## config.mk

```make
export PLATFORM = sky130hd
export DESIGN_NAME = sipo_expander_ctrl
export DESIGN_NICKNAME = d
export VERILOG_FILES = /design/src/rtl/sipo_pkg.sv /design/src/rtl/sipo_regs.sv /design/src/rtl/sipo_merge.sv /design/src/rtl/sipo_timer.sv /design/src/rtl/sipo_shifter.sv /design/src/rtl/sipo_expander_ctrl.sv
export SDC_FILE = /design/constraint.sdc
export NUM_CORES = 1
export LEC_CHECK = 0
export BUFFER_PORTS_ARGS = -buffer_cell sky130_fd_sc_hd__buf_2
export CORE_ASPECT_RATIO = 0.7
export CORE_MARGIN = 5
export CORE_UTILIZATION = 30
export CTS_CLUSTER_DIAMETER = 120
export CTS_CLUSTER_SIZE = 40
export DETAILED_ROUTE_END_ITERATION = 10
export GPL_ROUTABILITY_DRIVEN = 0
export SETUP_SLACK_MARGIN = 0.5
export SLEW_MARGIN = 20
export SYNTH_ARGS = -nofsm -noshare
export SYNTH_HDL_FRONTEND = slang
export SYNTH_SLANG_ARGS = --single-unit
```

## constraint.sdc

```tcl
create_clock -name clk -period 3.3 [get_ports clk]
set_clock_uncertainty 0.05 [all_clocks]
set_input_delay 0.495 -clock clk [delete_from_list [all_inputs] [get_ports clk]]
set_output_delay 0.495 -clock clk [all_outputs]
set_load 0.01 [all_outputs]
```

## src/rtl/sipo_pkg.sv

```systemverilog
package sipo_pkg;

    localparam int GROUP_W    = 8;
    localparam int NUM_GROUPS = 3;
    localparam int FRAME_W    = GROUP_W * NUM_GROUPS;
    localparam int HW_BITS    = 14;

    localparam logic [4:0] OFS_CTL_A  = 5'h00;
    localparam logic [4:0] OFS_CTL_B  = 5'h04;
    localparam logic [4:0] OFS_DATA_A = 5'h08;
    localparam logic [4:0] OFS_DATA_B = 5'h0C;
    localparam logic [4:0] OFS_ACCESS = 5'h10;

    // control-A field positions
    localparam int CA_UPDATE  = 31;
    localparam int CA_PHY1_LO = 27;
    localparam int CA_EDGE    = 26;
    localparam int CA_MODEM_LO = 24;
    // control-B field positions
    localparam int CB_SRC_LO  = 30;
    localparam int CB_RATE_LO = 23;
    localparam int CB_PHY4_LO = 15;
    localparam int CB_PHY3_LO = 6;
    localparam int CB_PHY2_LO = 3;

    typedef enum logic [2:0] {
        ST_IDLE,
        ST_LOAD,
        ST_SETUP,
        ST_ACTIVE,
        ST_LATCH
    } shift_state_e;

    // timer units per update for each rate code
    function automatic logic [4:0] rate_units(input logic [1:0] code);
        logic [4:0] u;
        unique case (code)
            2'b00: u = 5'd20;
            2'b01: u = 5'd10;
            2'b10: u = 5'd5;
            default: u = 5'd4;
        endcase
        return u;
    endfunction

endpackage

```

## src/rtl/sipo_regs.sv

```systemverilog
module sipo_regs
    import sipo_pkg::*;
(
    input  logic        clk,
    input  logic        rst_n,
    input  logic [4:0]  reg_addr,
    input  logic        reg_wr,
    input  logic [31:0] reg_wdata,
    input  logic        sw_busy,
    output logic [31:0] reg_rdata,
    output logic [31:0] ctl_a,
    output logic [31:0] ctl_b,
    output logic [31:0] data_a,
    output logic        sw_set
);

    logic [31:0] ctl_a_q, ctl_b_q, data_a_q, data_b_q, access_q;
    logic        wr_ctl_a;
    logic        hw_in_b;
    logic        hw_in_wdata;

    assign wr_ctl_a = reg_wr && (reg_addr == OFS_CTL_A);

    always_ff @(posedge clk or negedge rst_n) begin
        if (!rst_n) begin
            ctl_a_q  <= '0;
            ctl_b_q  <= '0;
            data_a_q <= '0;
            data_b_q <= '0;
            access_q <= '0;
        end else if (reg_wr) begin
            unique case (reg_addr)
                OFS_CTL_A:  ctl_a_q  <= {1'b0, reg_wdata[30:0]};
                OFS_CTL_B:  ctl_b_q  <= reg_wdata;
                OFS_DATA_A: data_a_q <= reg_wdata;
                OFS_DATA_B: data_b_q <= reg_wdata;
                OFS_ACCESS: access_q <= reg_wdata;
                default: ;
            endcase
        end
    end

    // a software update is honoured only with every hardware enable clear
    assign hw_in_b     = |{ctl_b_q[CB_PHY4_LO +: 3], ctl_b_q[CB_PHY3_LO +: 3],
                           ctl_b_q[CB_PHY2_LO +: 3]};
    assign hw_in_wdata = |{reg_wdata[CA_PHY1_LO +: 3], reg_wdata[CA_MODEM_LO +: 2]};
    assign sw_set      = wr_ctl_a && reg_wdata[CA_UPDATE] && !hw_in_wdata && !hw_in_b;

    always_comb begin
        unique case (reg_addr)
            OFS_CTL_A:  reg_rdata = {sw_busy, ctl_a_q[30:0]};
            OFS_CTL_B:  reg_rdata = ctl_b_q;
            OFS_DATA_A: reg_rdata = data_a_q;
            OFS_DATA_B: reg_rdata = data_b_q;
            OFS_ACCESS: reg_rdata = access_q;
            default:    reg_rdata = '0;
        endcase
    end

    assign ctl_a  = ctl_a_q;
    assign ctl_b  = ctl_b_q;
    assign data_a = data_a_q;

endmodule

```

## src/rtl/sipo_merge.sv

```systemverilog
module sipo_merge
    import sipo_pkg::*;
(
    input  logic [FRAME_W-1:0] cpu_bits,
    input  logic [1:0]         modem_en,
    input  logic [2:0]         phy1_en,
    input  logic [2:0]         phy2_en,
    input  logic [2:0]         phy3_en,
    input  logic [2:0]         phy4_en,
    input  logic [1:0]         modem_stat,
    input  logic [2:0]         phy1_stat,
    input  logic [2:0]         phy2_stat,
    input  logic [2:0]         phy3_stat,
    input  logic [2:0]         phy4_stat,
    output logic [FRAME_W-1:0] frame,
    output logic               hw_any
);

    logic [HW_BITS-1:0] hw_en;
    logic [HW_BITS-1:0] hw_val;

    assign hw_en  = {phy4_en, phy3_en, phy2_en, phy1_en, modem_en};
    assign hw_val = {phy4_stat, phy3_stat, phy2_stat, phy1_stat, modem_stat};
    assign hw_any = |hw_en;

    for (genvar i = 0; i < FRAME_W; i++) begin : g_bit
        if (i < HW_BITS) begin : g_hw
            assign frame[i] = hw_en[i] ? hw_val[i] : cpu_bits[i];
        end else begin : g_cpu
            assign frame[i] = cpu_bits[i];
        end
    end

endmodule

```

## src/rtl/sipo_timer.sv

```systemverilog
module sipo_timer
    import sipo_pkg::*;
#(
    parameter int TICK_DIV = 8
) (
    input  logic       clk,
    input  logic       rst_n,
    input  logic       run,
    input  logic [1:0] rate,
    output logic       tick
);

    localparam int DIV_W = $clog2(TICK_DIV + 1);
    localparam logic [DIV_W-1:0] DIV_LAST = DIV_W'(TICK_DIV - 1);

    logic [DIV_W-1:0] unit_cnt;
    logic [4:0]       per_cnt;
    logic [4:0]       per_last;
    logic             unit_end;

    assign per_last = rate_units(rate) - 5'd1;
    assign unit_end = (unit_cnt == DIV_LAST);

    always_ff @(posedge clk or negedge rst_n) begin
        if (!rst_n) begin
            unit_cnt <= '0;
            per_cnt  <= '0;
        end else if (!run) begin
            unit_cnt <= '0;
            per_cnt  <= '0;
        end else if (unit_end) begin
            unit_cnt <= '0;
            per_cnt  <= (per_cnt >= per_last) ? 5'd0 : per_cnt + 5'd1;
        end else begin
            unit_cnt <= unit_cnt + 1'b1;
        end
    end

    assign tick = run && unit_end && (per_cnt >= per_last);

endmodule

```

## src/rtl/sipo_shifter.sv

```systemverilog
module sipo_shifter
    import sipo_pkg::*;
(
    input  logic               clk,
    input  logic               rst_n,
    input  logic [FRAME_W-1:0] frame_in,
    input  logic [NUM_GROUPS-1:0] group_en,
    input  logic               edge_fall,
    input  logic               sw_set,
    input  logic               tick,
    output logic               ser_data,
    output logic               shift_clk,
    output logic               latch_strobe,
    output logic               sw_busy
);

    localparam int LEN_W = $clog2(FRAME_W + 1);

    shift_state_e state, state_nx;

    logic [FRAME_W-1:0] frame_q;
    logic [LEN_W-1:0]   len_now, len_q, bit_cnt;
    logic               sw_req, sw_again, svc_sw, tmr_pend;
    logic               finish;

    always_comb begin
        len_now = '0;
        for (int g = 0; g < NUM_GROUPS; g++) begin
            if (group_en[g]) len_now = LEN_W'((g + 1) * GROUP_W);
        end
    end

    // state register
    always_ff @(posedge clk or negedge rst_n) begin
        if (!rst_n) state <= ST_IDLE;
        else        state <= state_nx;
    end

    always_comb begin
        state_nx = state;
        unique case (state)
            ST_IDLE:   if (sw_req || tmr_pend) state_nx = ST_LOAD;
            ST_LOAD:   state_nx = (len_now == '0) ? ST_IDLE : ST_SETUP;
            ST_SETUP:  state_nx = ST_ACTIVE;
            ST_ACTIVE: state_nx = (bit_cnt == '0) ? ST_LATCH : ST_SETUP;
            ST_LATCH:  state_nx = ST_IDLE;
            default:   state_nx = ST_IDLE;
        endcase
    end

    assign finish = (state == ST_LATCH) || (state == ST_LOAD && len_now == '0);

    // datapath and trigger bookkeeping
    always_ff @(posedge clk or negedge rst_n) begin
        if (!rst_n) begin
            frame_q  <= '0;
            len_q    <= '0;
            bit_cnt  <= '0;
            sw_req   <= 1'b0;
            sw_again <= 1'b0;
            svc_sw   <= 1'b0;
            tmr_pend <= 1'b0;
        end else begin
            if (tick)
                tmr_pend <= 1'b1;
            else if (state == ST_LOAD)
                tmr_pend <= 1'b0;

            if (state == ST_LOAD) begin
                svc_sw  <= sw_req;
                len_q   <= len_now;
                bit_cnt <= len_now - 1'b1;
                frame_q <= frame_in << (FRAME_W - int'(len_now));
            end else if (state == ST_ACTIVE) begin
                bit_cnt <= bit_cnt - 1'b1;
                frame_q <= frame_q << 1;
            end

            if (sw_set && state != ST_IDLE)
                sw_again <= 1'b1;
            else if (state == ST_LOAD)
                sw_again <= 1'b0;

            if (sw_set)
                sw_req <= 1'b1;
            else if (finish && (svc_sw || state == ST_LOAD) && !sw_again)
                sw_req <= 1'b0;
        end
    end

    // outputs
    always_comb begin
        ser_data     = 1'b0;
        shift_clk    = edge_fall;
        latch_strobe = 1'b0;
        unique case (state)
            ST_SETUP:  ser_data = frame_q[FRAME_W-1];
            ST_ACTIVE: begin
                ser_data  = frame_q[FRAME_W-1];
                shift_clk = ~edge_fall;
            end
            ST_LATCH:  latch_strobe = 1'b1;
            default: ;
        endcase
    end

    assign sw_busy = sw_req;

    assert_strobe_single_R4: assert property (@(posedge clk) disable iff (!rst_n)
        latch_strobe |=> !latch_strobe);

    assert_data_hold_R4: assert property (@(posedge clk) disable iff (!rst_n)
        (state == ST_ACTIVE) |-> $stable(ser_data));

    assert_idle_level_R5: assert property (@(posedge clk) disable iff (!rst_n)
        latch_strobe |-> (shift_clk == edge_fall));

    assert_empty_frame_R3: assert property (@(posedge clk) disable iff (!rst_n)
        (state == ST_LOAD && len_now == '0) |=> (state == ST_IDLE));

    assert_count_bound_R3: assert property (@(posedge clk) disable iff (!rst_n)
        (state == ST_SETUP || state == ST_ACTIVE) |-> (bit_cnt < len_q));

endmodule

```

## src/rtl/sipo_expander_ctrl.sv

```systemverilog
module sipo_expander_ctrl
    import sipo_pkg::*;
#(
    parameter int TICK_DIV = 8
) (
    input  logic        clk,
    input  logic        rst_n,
    input  logic [4:0]  reg_addr,
    input  logic        reg_wr,
    input  logic [31:0] reg_wdata,
    output logic [31:0] reg_rdata,
    input  logic [1:0]  modem_stat,
    input  logic [2:0]  phy1_stat,
    input  logic [2:0]  phy2_stat,
    input  logic [2:0]  phy3_stat,
    input  logic [2:0]  phy4_stat,
    output logic        ser_data,
    output logic        shift_clk,
    output logic        latch_strobe
);

    logic [31:0]        ctl_a, ctl_b, data_a;
    logic               sw_set, sw_busy, hw_any, tick, tmr_run;
    logic [FRAME_W-1:0] frame;

    sipo_regs u_regs (
        .clk       (clk),
        .rst_n     (rst_n),
        .reg_addr  (reg_addr),
        .reg_wr    (reg_wr),
        .reg_wdata (reg_wdata),
        .sw_busy   (sw_busy),
        .reg_rdata (reg_rdata),
        .ctl_a     (ctl_a),
        .ctl_b     (ctl_b),
        .data_a    (data_a),
        .sw_set    (sw_set)
    );

    sipo_merge u_merge (
        .cpu_bits   (data_a[FRAME_W-1:0]),
        .modem_en   (ctl_a[CA_MODEM_LO +: 2]),
        .phy1_en    (ctl_a[CA_PHY1_LO +: 3]),
        .phy2_en    (ctl_b[CB_PHY2_LO +: 3]),
        .phy3_en    (ctl_b[CB_PHY3_LO +: 3]),
        .phy4_en    (ctl_b[CB_PHY4_LO +: 3]),
        .modem_stat (modem_stat),
        .phy1_stat  (phy1_stat),
        .phy2_stat  (phy2_stat),
        .phy3_stat  (phy3_stat),
        .phy4_stat  (phy4_stat),
        .frame      (frame),
        .hw_any     (hw_any)
    );

    assign tmr_run = hw_any && (ctl_b[CB_SRC_LO +: 2] != 2'b00);

    sipo_timer #(.TICK_DIV(TICK_DIV)) u_timer (
        .clk   (clk),
        .rst_n (rst_n),
        .run   (tmr_run),
        .rate  (ctl_b[CB_RATE_LO +: 2]),
        .tick  (tick)
    );

    sipo_shifter u_shift (
        .clk          (clk),
        .rst_n        (rst_n),
        .frame_in     (frame),
        .group_en     (ctl_b[NUM_GROUPS-1:0]),
        .edge_fall    (ctl_a[CA_EDGE]),
        .sw_set       (sw_set),
        .tick         (tick),
        .ser_data     (ser_data),
        .shift_clk    (shift_clk),
        .latch_strobe (latch_strobe),
        .sw_busy      (sw_busy)
    );

endmodule

```

### After elaboration in Yosys (flattened, before gate mapping)

Cells that the tools add are included.

* shift-type cells: 1
* div/mod/pow operators: 0
* multipliers: 0
* multiplexer cells: 40
* magnitude comparators: 1
* bitwise gates (word level): 1
* add/sub/neg operators: 6
* equality and inequality tests: 13
* reduce and logical (&&, ||, !) cells: 37

Operators with widths (count)
* case mux 32 bit (5 select lines): 1
* two-way mux 24 bit: 2
* two-way mux 5 bit: 7
* left shift 24 x 32 -> 24 bit: 1
* two-way mux 1 bit: 22
* logical NOT 5 bit: 3
* case mux 5 bit (3 select lines): 1
* subtractor 5 x 1 -> 5 bit (second input constant): 3
* OR reduction 14 bit: 1
* two-way mux 4 bit: 3
* case mux 3 bit (4 select lines): 1
* logical AND 1 bit: 11
* == test 5 x 4 -> 1 bit (second input constant): 2
* AND reduction 2 bit: 5
* nonzero test 2 bit: 5
* OR reduction 9 bit: 1
* == test 3 x 2 -> 1 bit (second input constant): 2
* two-way mux 3 bit: 2
* subtractor 5 x 5 -> 6 bit (first input constant): 1
* adder 5 x 1 -> 5 bit (second input constant): 1
* == test 5 x 3 -> 1 bit (second input constant): 1
* == test 5 bit (second input constant): 1
* greater-or-equal comparator 5 bit: 1
* OR reduction 5 bit: 1
* other kinds (16): 20

* RAM bits: 0
* input bits: 54
* bits in latches: 0
* word-level logic and storage cells: 113
* register bits: 204
* memories: 0
* output and inout bits: 35
* ROM bits: 0

### Longest topological paths before layout

Gate-level depths: netlist of run 1.

* word-level depth: 10
* gate-level depth with buffers: 10
* mapped depth without buffers: 8

### Modules after synthesis

From an unflattened synthesis of run 1, not the netlist that was laid out.

* cells, all modules: 822
* area, all modules: 10364.9 um^2

By module, submodules not included
* sipo_regs: area an instance 7533.5 um^2, sequential area each 3978.8 um^2, instances 1, cells an instance 544
* sipo_shifter: area an instance 1924.3 um^2, sequential area each 900.9 um^2, instances 1, cells an instance 185
* sipo_timer: area an instance 638.1 um^2, sequential area each 225.2 um^2, instances 1, cells an instance 63
* sipo_merge: area an instance 261.5 um^2, sequential area each 0.0 um^2, instances 1, cells an instance 29
* sipo_expander_ctrl: area an instance 7.5 um^2, sequential area each 0.0 um^2, instances 1, cells an instance 1

### Worst setup path after synthesis of run 1

No wires, ideal clock.

* kind: input to output
* start: input port reg_addr[1]
* end: output port reg_rdata[10]
* required time: 2.755 ns
* path buffers: 1
* data arrival time: 1.754 ns
* setup slack: 1.001 ns
* stages: 5
* cells stage by stage: or3b_2 -> nor3_2 -> clkbuf_1 -> a22oi_1 -> nand2_1

* longest elaborated chain between the ends: 2
* elaborated cells between the ends (all ways): 6
* those cells by class: eq/ne: 4; mux: 1; reduce/logical: 1

RTL lines
* from (decl): RTL line sipo_expander_ctrl.sv:8 `input logic [4:0] reg_addr,`
* == test 5 bit, or another cell as far along: RTL line sipo_regs.sv:50 `unique case (reg_addr)`
* case mux 32 bit (5 select lines) *: RTL line sipo_regs.sv:50
* to (decl): RTL line sipo_expander_ctrl.sv:11 `output logic [31:0] reg_rdata,`

Every way passes the cells marked *; elsewhere a longest branch is shown, timed or not.

### Final worst setup path of run 1

* start: input port reg_addr[3]
* end: output port reg_rdata[30]

Same word-level chain as after synthesis.

==> impl_metrics.yaml, run 1 <==
run_status:
  outcome: "finished, final reports clean"
critical_path:
  worstPathRequired_ns: 2.75
  startpoint_type: "input port"
  slowest_stage: "or3_4"
  worst_path_most_repeated_cell: "buf_2"
  r2r_setup_slack_ns: 1.08
  cp_slowest_stage_delay_ns: 0.42
  worst-path-max-fanout: 28
  crit_path_end_kind: "primary output"
  cp_data_arrival_time_ns: 2.04
  critPathKind: "input port to primary output"
  cp_cell_sequence: "buf_2 > or3_4 > nor3b_4 > buf_12 > a222oi_1 > nand2_1 > buf_2"
sta:
  hold_viol_final: 0
  timing.final.crit_share: 0.784
  drv_slew: 0
  fin_setup_tns_ns: 0
  min_period_ns: 2.59
  fmax_mhz: 387
  hold_ws_ns: 0.249
  maxSlewHeadroom: 0.288
  rsz0062_at_grt: "false"
  setup_viol: 0
  worst_slew_pin_slew_ns: 1.07
clock_tree:
  post_cts_buffers: 0
  path_clk_slew_ns: 0.15
  clockRootBuffer: "clkbuf_16"
  clk_latency_ns: 0.48
  cts_made_buffers: 9
  clockBufferDepth: 3
  cts_max_level: 1
  cts_tree: "done"
  cts_sinks: 204
logic_synthesis:
  yosysMostFrequentCell: "dfrtp_1"
  ys_seq_area_frac: 0.531
  synthArstFlopShare: 1.00
  yosysTopAreaCell: "dfrtp_1"
  synth_common_cells: "dfrtp_1, mux2_2, nand2_1"
  syn_area_sq_um: 9610
  synth_area_leaders: "dfrtp_1, mux2_2, mux2_4"
  syn_avg_cell_area_sq_um: 12.4
  synth_flop_cell: "dfrtp_1"
  postSynthCellCount: 775
  synth_edf_count: 0
  synth_nets: 841
  yosysUniqueCellTypes: 50
  yosys_warnings: 0
  ys_seq_elements: 204
  yosys.area.top_type_share: 0.531
global_route:
  grtUsageTotal: 0.139
  grt_start_max_net_pins: 95
  grt-ovfl-total: 0
  grt_pass1_wl_mm: 41.2
  antenna_found_initial: 2
  grt_pass1_vias: 6930
detailed_routing:
  dr.first_iter.drc_count: 592
  antenna_left: 0
  drt_wl_total_mm: 25.6
  drtPass1Iterations: 8
  vias: 6740
  drt-vias-per-instance: 5.33
  detail_route.wl_per_cell_um: 20.2
  drc: 0
cells_and_area:
  area.growth.synth_to_final_pct: 13.1
  final_core_util: 0.347
  nNetsFinal: 912
  final_layout_size_suffix_gt1_frac: 0.353
  diodes: 0
die:
  core_sq_um: 31400
  ios: 89
  row_count: 54
  dieHeight_um: 160
  die-area_sq_um: 35800
  die_w_um: 224
  initial_core_util: 0.307
power:
  power_density_nw_per_um2: 598
  ir_drop_uv: 394
  p_total_mw: 6.50
  leakage_nw: 5.07
place:
  hpwlAfterDp_mm: 17.1
  port-buffer-count: 88
worst_hold_path:
  worstHoldPathType: "input port to flip-flop"
flow_run:
  maxCapViolations: 0
[registers in the layout, summed over array words and instances (netlist names), 3 cells and up]
| register | flops |
|---|---|
| u_shift.frame_q | 24 |
| u_regs.access_q | 32 |
| u_timer.unit_cnt | 4 |
| u_regs.ctl_b | 32 |
| u_shift.bit_cnt | 5 |
| u_regs.data_b_q | 32 |
| u_shift.state | 3 |
| u_regs.data_a | 32 |
| u_timer.per_cnt | 5 |
| u_regs.ctl_a | 31 |
[worst max-delay path, delay by kind of cell]
family	cells	cell delay, ns
simple gates	3	0.90
compound gates	1	0.13
buf+inv	3	0.49
[cell families after synthesis]
family / share of synthesized area
flops: 0.531
compound gates: 0.120
mux: 0.217
fa+ha+maj: 0.0156
buf+inv: 0.0281
xor+xnor: 0.00273
simple gates: 0.0858
[final cells by class]
class	instances	area, sq um
clock buffers	9	225
clock inverters	1	30.0
fillers	3135	20500
inverters	12	45.0
multi-input cells	508	4260
flip-flops and latches	204	5100
well taps	420	526
repair buffers	111	674
[placed cells by master (no fill, tap or decap), types with 3 or more instances in the layout]
cell	Yosys	routed
nand2b_1	5	5
a222oi_1	32	32
and3b_1	3	3
mux2_4	30	30
dfrtp_1	204	204
a221o_1	10	10
a22oi_1	32	32
o21ai_0	6	6
ha_1	12	12
nand3_1	15	15
clkbuf_16	0	9
a221oi_1	8	8
buf_12	0	4
buf_4	0	18
buf_2	9	87
o311ai_0	5	5
a21oi_1	31	31
nor3b_1	4	4
and2_1	6	6
nand2_1	61	61
o22ai_1	3	3
nor2b_1	11	10
nor3_1	10	9
o211ai_1	10	10
inv_1	12	12
nor2_1	40	38
nand3b_1	3	3
mux2_2	136	136
mux2i_1	8	8
[timing repair]
action	4_1_cts	5_1_grt
hold buffers	1	0
hold endpoints to repair	22	0
resized for setup	0	0
[layer usage]
layer | share of wire | wire length [um] | global-route usage | vias to the layer above
met5 | 0.00063 | 16 | 0 | -
met3 | 0.043 | 1100 | 0.0180 | 26
met1 | 0.50 | 12800 | 0.219 | 3524
met2 | 0.44 | 11300 | 0.207 | 162
li1 | - | - | - | 3024
met4 | 0.017 | 430 | 0.0234 | 4
[path summary, 6_finish.rpt]
path / startpoint / to / cells past startpoint
min: reg_wdata[9] / u_regs.ctl_a[9] / 2
max: reg_addr[3] / reg_rdata[30] / 7
min reg2reg: u_timer.unit_cnt[0] / u_timer.unit_cnt[0] / 1
max reg2reg: u_regs.ctl_b[23] / u_timer.per_cnt[2] / 7
min in group asynchronous: rst_n / u_timer.per_cnt[3] / 2
max in group asynchronous: rst_n / u_regs.data_a[15] / 3
[through the flow]
stage | std cells | setup WS [ns] | cell area [sq um]
after global routing | 1265 | 0.658 | 10900
after CTS | 1265 | 0.705 | 10900
final | 1265 | 0.713 | 10900
after detailed placement | 1254 | 0.631 | 10600
after global placement | 1254 | 0.653 | 10600
after floorplan | 775 | 1.00 | 9610
[power breakdown]
part	switching, mW	leakage, nW	internal, mW	total [mW]
registers	0.453	2.60	3.07	3.53
clock network	0.797	0.122	0.515	1.31
logic	0.867	2.35	0.798	1.67
total	2.12	5.07	4.39	6.50
Note: power is estimated with default switching activity, not from simulation.
==> run 2: changes to the inputs <==
==> constraint.sdc (replaced) <==
create_clock -name clk -period 2.1 [get_ports clk]
set_clock_uncertainty 0.05 [all_clocks]
set_input_delay 0.315 -clock clk [delete_from_list [all_inputs] [get_ports clk]]
set_output_delay 0.315 -clock clk [all_outputs]
set_load 0.01 [all_outputs]
==> impl_metrics.yaml, run 2 (synthesized netlist as in run 1, its figures left out) <==
run_status:
  outcome: "finished, violations left"
  violations: "negative setup slack"
clock_tree:
  clk_latency_ns: 0.49
  cts_made_buffers: 9
  clockRootBuffer: "clkbuf_16"
  cts_sinks: 204
  cts_max_level: 1
  cts_tree: "done"
  clockBufferDepth: 3
  path_clk_slew_ns: 0.15
detailed_routing:
  dr.first_iter.drc_count: 720
  drt_wl_total_mm: 28.8
  vias: 7141
  detail_route.wl_per_cell_um: 21.6
  drtPass1Iterations: 6
  drt-vias-per-instance: 5.35
  antenna_left: 0
  drc: 0
sta:
  drv_slew: 0
  setup_viol: 32
  hold_viol_final: 0
  rsz0062_at_grt: "true"
  maxSlewHeadroom: 0.601
  worst_slack_ns: -0.131
  worst_slew_pin_slew_ns: 0.597
  min_period_ns: 2.23
  fmax_mhz: 448
  timing.final.crit_share: 1.06
cells_and_area:
  layout.cells.non_filler: 1336
  final_area_sq_um: 12500
  nNetsFinal: 983
  final_cell_mix: "dfrtp_1, mux2_2, buf_2"
  final_layout_size_suffix_gt1_frac: 0.481
  final_common_cell: "dfrtp_1"
  area.growth.synth_to_final_pct: 30.5
  diodes: 0
die:
  row_count: 54
  core_sq_um: 31400
  initial_core_util: 0.307
  die_w_um: 224
  die-area_sq_um: 35800
  ios: 89
  dieHeight_um: 160
critical_path:
  slowest_stage: "or3_4"
  worst-path-max-fanout: 8
  crit_path_end_kind: "primary output"
  r2r_end: "u_shift.frame_q[16]"
  r2r_start: "u_shift.state[2]"
  cp_slowest_stage_delay_ns: 0.39
  r2r_setup_slack_ns: 0.13
  critPathKind: "input port to primary output"
  cp_data_arrival_time_ns: 1.87
  startpoint_type: "input port"
  worstPathRequired_ns: 1.74
  reg2regPathDepth: 8
  worst_path_most_repeated_cell: "buf_12"
  cp_cell_sequence: "buf_6 > or3_4 > buf_12 > nor3_4 > buf_4 > buf_12 > a222oi_1 > nand2_1 > buf_2"
worst_hold_path:
  hp-start: "reg_wdata[12]"
  whs_endpoint: "u_regs.ctl_a[12]"
  worstHoldPathType: "input port to flip-flop"
  hold_depth: 2
power:
  leakage_nw: 5.80
  power_density_nw_per_um2: 953
  p_total_mw: 12.0
  ir_drop_uv: 511
global_route:
  grtUsageTotal: 0.155
  antenna_found_initial: 2
  grt_start_max_net_pins: 55
  grt_pass1_wl_mm: 44.4
  grt_pass1_vias: 7086
  grt-ovfl-total: 0
flow_run:
  maxCapViolations: 0
place:
  placed_cell_area_sq_um: 11000
  dp_cells: 1279
  port-buffer-count: 88
  hpwlAfterDp_mm: 17.9
-- run 2: worst max path at each step --
stage                startpoint                to  slack [ns]  depth (start not counted)
finish              reg_addr[3]      reg_rdata[2]       -0.13                          9
global route        reg_addr[3]     reg_rdata[27]       -0.19                         10
CTS                 reg_addr[3]     reg_rdata[22]       -0.07                         10
detailed placement  reg_addr[3]  u_shift.sw_again       -0.17                          6
global placement    reg_addr[3]  u_shift.sw_again       -0.13                          6
floorplan           reg_addr[3]   u_regs.ctl_a[0]        0.16                          5
-- run 2: final cells by class --
type                    instances  area [sq um]
flip-flops and latches        204          5110
clock buffers                   9           225
well taps                     420           526
repair buffers                182          1770
inverters                      12          47.5
fillers                      2981         18800
clock inverters                 1          30.0
multi-input cells             508          4830
-- run 2: where the power goes --
| group | switching, mW | internal, mW | total [mW] |
|---|---|---|---|
| clock | 1.29 | 0.810 | 2.10 |
| combinational | 2.03 | 2.28 | 4.31 |
| sequential | 0.707 | 4.84 | 5.54 |
| total | 4.03 | 7.93 | 12.0 |
-- run 2: metal layers --
layer	share of wire	vias to the layer above	GRT usage
li1	-	3181	-
met1	0.48	3697	0.240
met2	0.43	233	0.226
met3	0.071	26	0.0330
met4	0.014	4	0.0228
met5	0.00087	-	0
-- run 2: critical path, delay by kind of cell --
| family | cells | cell delay, ns |
|---|---|---|
| buffers and inverters | 5 | 0.73 |
| AOI/OAI and AO/OA | 1 | 0.07 |
| and+or+nand+nor | 3 | 0.74 |
-- run 2: what timing repair did --
| action | CTS | global route |
|---|---|---|
| setup endpoints to repair | 162 | 167 |
| endpoints found under the hold margin | 45 | 0 |
| gates cloned | 8 | 3 |
| hold buffers | 1 | 0 |
| buffers inserted | 29 | 6 |
| pin swaps | 28 | 21 |
| resized for setup | 108 | 44 |
-- run 2: per-stage QoR --
step / setup TNS (ns) / setup slack (ns) / hold WS (ns) / utilization
after CTS: -1.33 / -0.0694 / 0.0412 / 0.389
final: -2.93 / -0.131 / 0.0463 / 0.400
after global routing: -4.59 / -0.191 / 0.0403 / 0.400
after global placement: -8.87 / -0.129 / 0.270 / 0.351
after floorplan: 0 / 0.161 / -0.0306 / -
after detailed placement: -9.46 / -0.174 / 0.274 / 0.351
